==> src/rtl/order_guard_pkg.sv <==
package order_guard_pkg;

    typedef struct packed {
        logic open;
    } window_state_t;

    typedef struct packed {
        logic pulse;
        logic sticky;
    } verdict_state_t;

endpackage

==> src/rtl/order_guard_window.sv <==
module order_guard_window
    import order_guard_pkg::*;
(
    input  logic clk,
    input  logic rst,
    input  logic done_i,
    input  logic go_i,
    input  logic bad_i,
    output logic open_o,
    output logic viol_o
);

    window_state_t state_d;
    window_state_t state_q;

    always_comb begin
        state_d = state_q;
        if (state_q.open && (go_i || bad_i)) begin
            state_d.open = 1'b0;
        end
        if (done_i) begin
            state_d.open = 1'b1;
        end
    end

    always_ff @(posedge clk) begin
        if (rst) begin
            state_q <= '0;
        end else begin
            state_q <= state_d;
        end
    end

    assign open_o = state_q.open;
    assign viol_o = state_q.open & bad_i;

endmodule

==> src/rtl/order_guard_verdict.sv <==
module order_guard_verdict
    import order_guard_pkg::*;
(
    input  logic clk,
    input  logic rst,
    input  logic viol_i,
    output logic pulse_o,
    output logic sticky_o
);

    verdict_state_t state_d;
    verdict_state_t state_q;

    always_comb begin
        state_d        = state_q;
        state_d.pulse  = viol_i;
        if (viol_i) begin
            state_d.sticky = 1'b1;
        end
    end

    always_ff @(posedge clk) begin
        if (rst) begin
            state_q <= '0;
        end else begin
            state_q <= state_d;
        end
    end

    assign pulse_o  = state_q.pulse;
    assign sticky_o = state_q.sticky;

endmodule

==> src/rtl/order_guard.sv <==
module order_guard (
    input  logic clk,
    input  logic rst,
    input  logic done_i,
    input  logic go_i,
    input  logic bad_i,
    output logic pending_o,
    output logic fail_pulse_o,
    output logic fail_sticky_o
);

    logic viol;

    order_guard_window u_window (
        .clk    (clk),
        .rst    (rst),
        .done_i (done_i),
        .go_i   (go_i),
        .bad_i  (bad_i),
        .open_o (pending_o),
        .viol_o (viol)
    );

    order_guard_verdict u_verdict (
        .clk      (clk),
        .rst      (rst),
        .viol_i   (viol),
        .pulse_o  (fail_pulse_o),
        .sticky_o (fail_sticky_o)
    );

endmodule

==> config.mk <==
export PLATFORM = sky130hd
export DESIGN_NAME = order_guard
export DESIGN_NICKNAME = d
export VERILOG_FILES = /design/src/rtl/order_guard_pkg.sv /design/src/rtl/order_guard_window.sv /design/src/rtl/order_guard_verdict.sv /design/src/rtl/order_guard.sv
export SDC_FILE = /design/constraint.sdc
export NUM_CORES = 1
export LEC_CHECK = 0
export BUFFER_PORTS_ARGS = -buffer_cell sky130_fd_sc_hd__buf_2
export CAP_MARGIN = 10
export CORE_AREA = 2 2 39 41
export DETAILED_ROUTE_END_ITERATION = 6
export DIE_AREA = 0 0 41 43
export SKIP_CTS_REPAIR_TIMING = 1
export SYNTH_ARGS = -nofsm -noshare
export SYNTH_HDL_FRONTEND = slang
export SYNTH_SLANG_ARGS = --single-unit
==> constraint.sdc <==
create_clock -name clk -period 2.65 [get_ports clk]
set_input_delay 0.265 -clock clk [delete_from_list [all_inputs] [get_ports clk]]
set_output_delay 0.265 -clock clk [all_outputs]
set_load 0.02 [all_outputs]
==> impl_metrics.tcl <==
set metrics [dict create \
    status "finished, final reports clean" \
    clockRootBuffer "clkbuf_4" \
    die_x_um 41 \
    cts-buffers-inserted 3 \
    syn-instance-count 10 \
    hold_slack_ps 226 \
    max_freq_mhz 995 \
    design.die.area_sq_um 1760 \
    insertion_delay_ps 230 \
    finalSetupViolations 0 \
    clkSinkCount 3 \
    drive_above_1_share 0.476 \
    syn-mean-instance-area_sq_um 9.38 \
    fin_crit_ps 1010 \
    clk_pin_slew_ps 40 \
    cp.buffers_inverters 1 \
    overflow 0 \
    core_area_sq_um 1380 \
    grt_pass1_wl_um 317 \
    worstSetupPathType "flip-flop to output pin" \
    tightest_slew_ps 108 \
    drtPass1Iterations 1 \
    syn_area_sq_um 93.8 \
    setup_tns_ps 0 \
    htreeDepth 1 \
    slowest_stage "dfxtp_1" \
    grt_max_degree 5 \
    internal_power_uw 109 \
    path_delay_family "flip-flops" \
    antenna_left 0 \
    hold_class "input port to flip-flop" \
    num_vias 103 \
    ys_ff_latch 3 \
    synth_top_area_cell "dfxtp_1" \
    initial_utilization 0.0678 \
    fp-row-count 14 \
    antenna_found_initial 0 \
    period_share 0.379 \
    final_cells 37 \
    power.switching_uw 28.5 \
    end_kind "output pin" \
    power_density_nw_per_um2 785 \
    synth_area_leaders "dfxtp_1 (64%), a21oi_1 (11%), or3b_1 (9.3%), nor2_1 (8.0%), inv_1 (4.0%)" \
    grtUsageTotal 0.0361 \
    crit_path_cell_trace "buf_2" \
    ys_warn_count 0 \
    finalHoldViolCount 0 \
    layout.nets 27 \
    antenna_cells 0 \
    yosysMostFrequentCell "dfxtp_1" \
    areaGrowthSynthToFinish_pct 86.7 \
    drc 0 \
    routed_via_density 2.78 \
    critPathLaunchType "flip-flop" \
    clockPowerShare 0.564 \
    critPathMaxFanout 4 \
    ir_drop_mv 0.0618 \
    wire_per_inst_um 5.89 \
    slowest_delay_ps 340 \
    arrival_ps 740 \
    drv_cap 0 \
    yosysTopAreaCellShare 0.640 \
    cts_buffer_depth 2 \
    required_ps 2380 \
    synth_edf_count 0 \
    rsz0062_at_grt "no" \
    die_height_um 43 \
    synth.net_count 15 \
    ys_async_sr_fraction 0 \
    yosysSeqAreaShare 0.640 \
    totalWireLength_um 218 \
    ys.flop_type "dfxtp_1" \
    place_inst 33 \
    port_buffers 7 \
    first_global_vias 111 \
    final_max_slew_viol_count 0 \
    relSlewSlack 0.928 \
    drtIter0Drc 0 \
    p_seq_frac 0.355 \
    synthDistinctLibCells 6 \
    routabilityCongestion 0.418 \
    skew_ps 2.87 \
    pwr-share-comb 0.081 \
    design_power_total_uw 137 \
    io_pins 8 \
    ys_top_cells_by_count "dfxtp_1 (3), a21oi_1 (2), nor2_1 (2)" \
    switching_share 0.208 \
    cts_tree "yes" \
    p_leak_nw 0.0860 \
]
-- flip-flops by register name, indices dropped and copies added, names as in the netlist --
signal and count:
u_verdict.pulse_o 1, u_verdict.sticky_o 1, u_window.open_o 1
-- metal layers --
metal | track usage | part of all wire | vias up
met3 | 0.0157 | 0.12 | 0
met1 | 0.0128 | 0.34 | 44
met4 | 0.100 | 0 | 0
met2 | 0.0438 | 0.52 | 6
li1 | - | - | 53
met5 | 0 | 0 | -
-- worst register-to-register path, stage by stage (launching register included) --
cell and delay (ps):
dfxtp_1 340, or3b_1 350, a21oi_1 140
-- worst paths after layout --
kind                        start                end  slack [ps]  cells after the start
setup / recovery  u_window.open_o          pending_o        1640                      1
hold / removal                rst  u_verdict.pulse_o         230                      2
setup reg to reg  u_window.open_o    u_window.open_o        1750                      2
hold reg to reg   u_window.open_o  u_verdict.pulse_o         450                      2
-- final cells by class --
class | instances | area [sq um]
Fill cell | 159 | 1210
Sequential cell | 3 | 60.1
Timing Repair Buffer | 7 | 35.0
Multi-Input combinational cell | 6 | 30.0
Clock buffer | 4 | 26.3
Tap cell | 16 | 20.0
Inverter | 1 | 3.75
-- metrics by stage --
stage               cell area, sq um  setup WS [ps]   util
floorplan                       93.8           1650      -
global placement                 149           1700  0.108
detailed placement               149           1700  0.108
CTS                              175           1630  0.127
global route                     175           1590  0.127
finish                           175           1640  0.127
-- power groups by stage --
stage / Sequential [mW] / Combinational, mW / Clock (mW)
after floorplan: 0.0523 / 0.00238 / 0
after global placement: 0.0494 / 0.0111 / 0
after detailed placement: 0.0495 / 0.0112 / 0
after CTS: 0.0488 / 0.0113 / 0.0824
after global routing: 0.0490 / 0.0125 / 0.0865
final: 0.0488 / 0.0111 / 0.0775
-- logic make-up after synthesis --
family                 after synthesis  share of synthesized area
AOI/OAI and AO/OA                    2                      0.107
and+or+nand+nor                      4                      0.213
buffers and inverters                1                     0.0400
DFF                                  3                      0.640
-- cell usage in the layout (no fill, tap or decap), drive strengths merged --
master and instances:
a21oi 2, clkbuf 4, buf 7, or3b 1, inv 1, nand2 1
dfxtp 3, nor2 2
No activity file was read; power rests on OpenSTA's default activity.
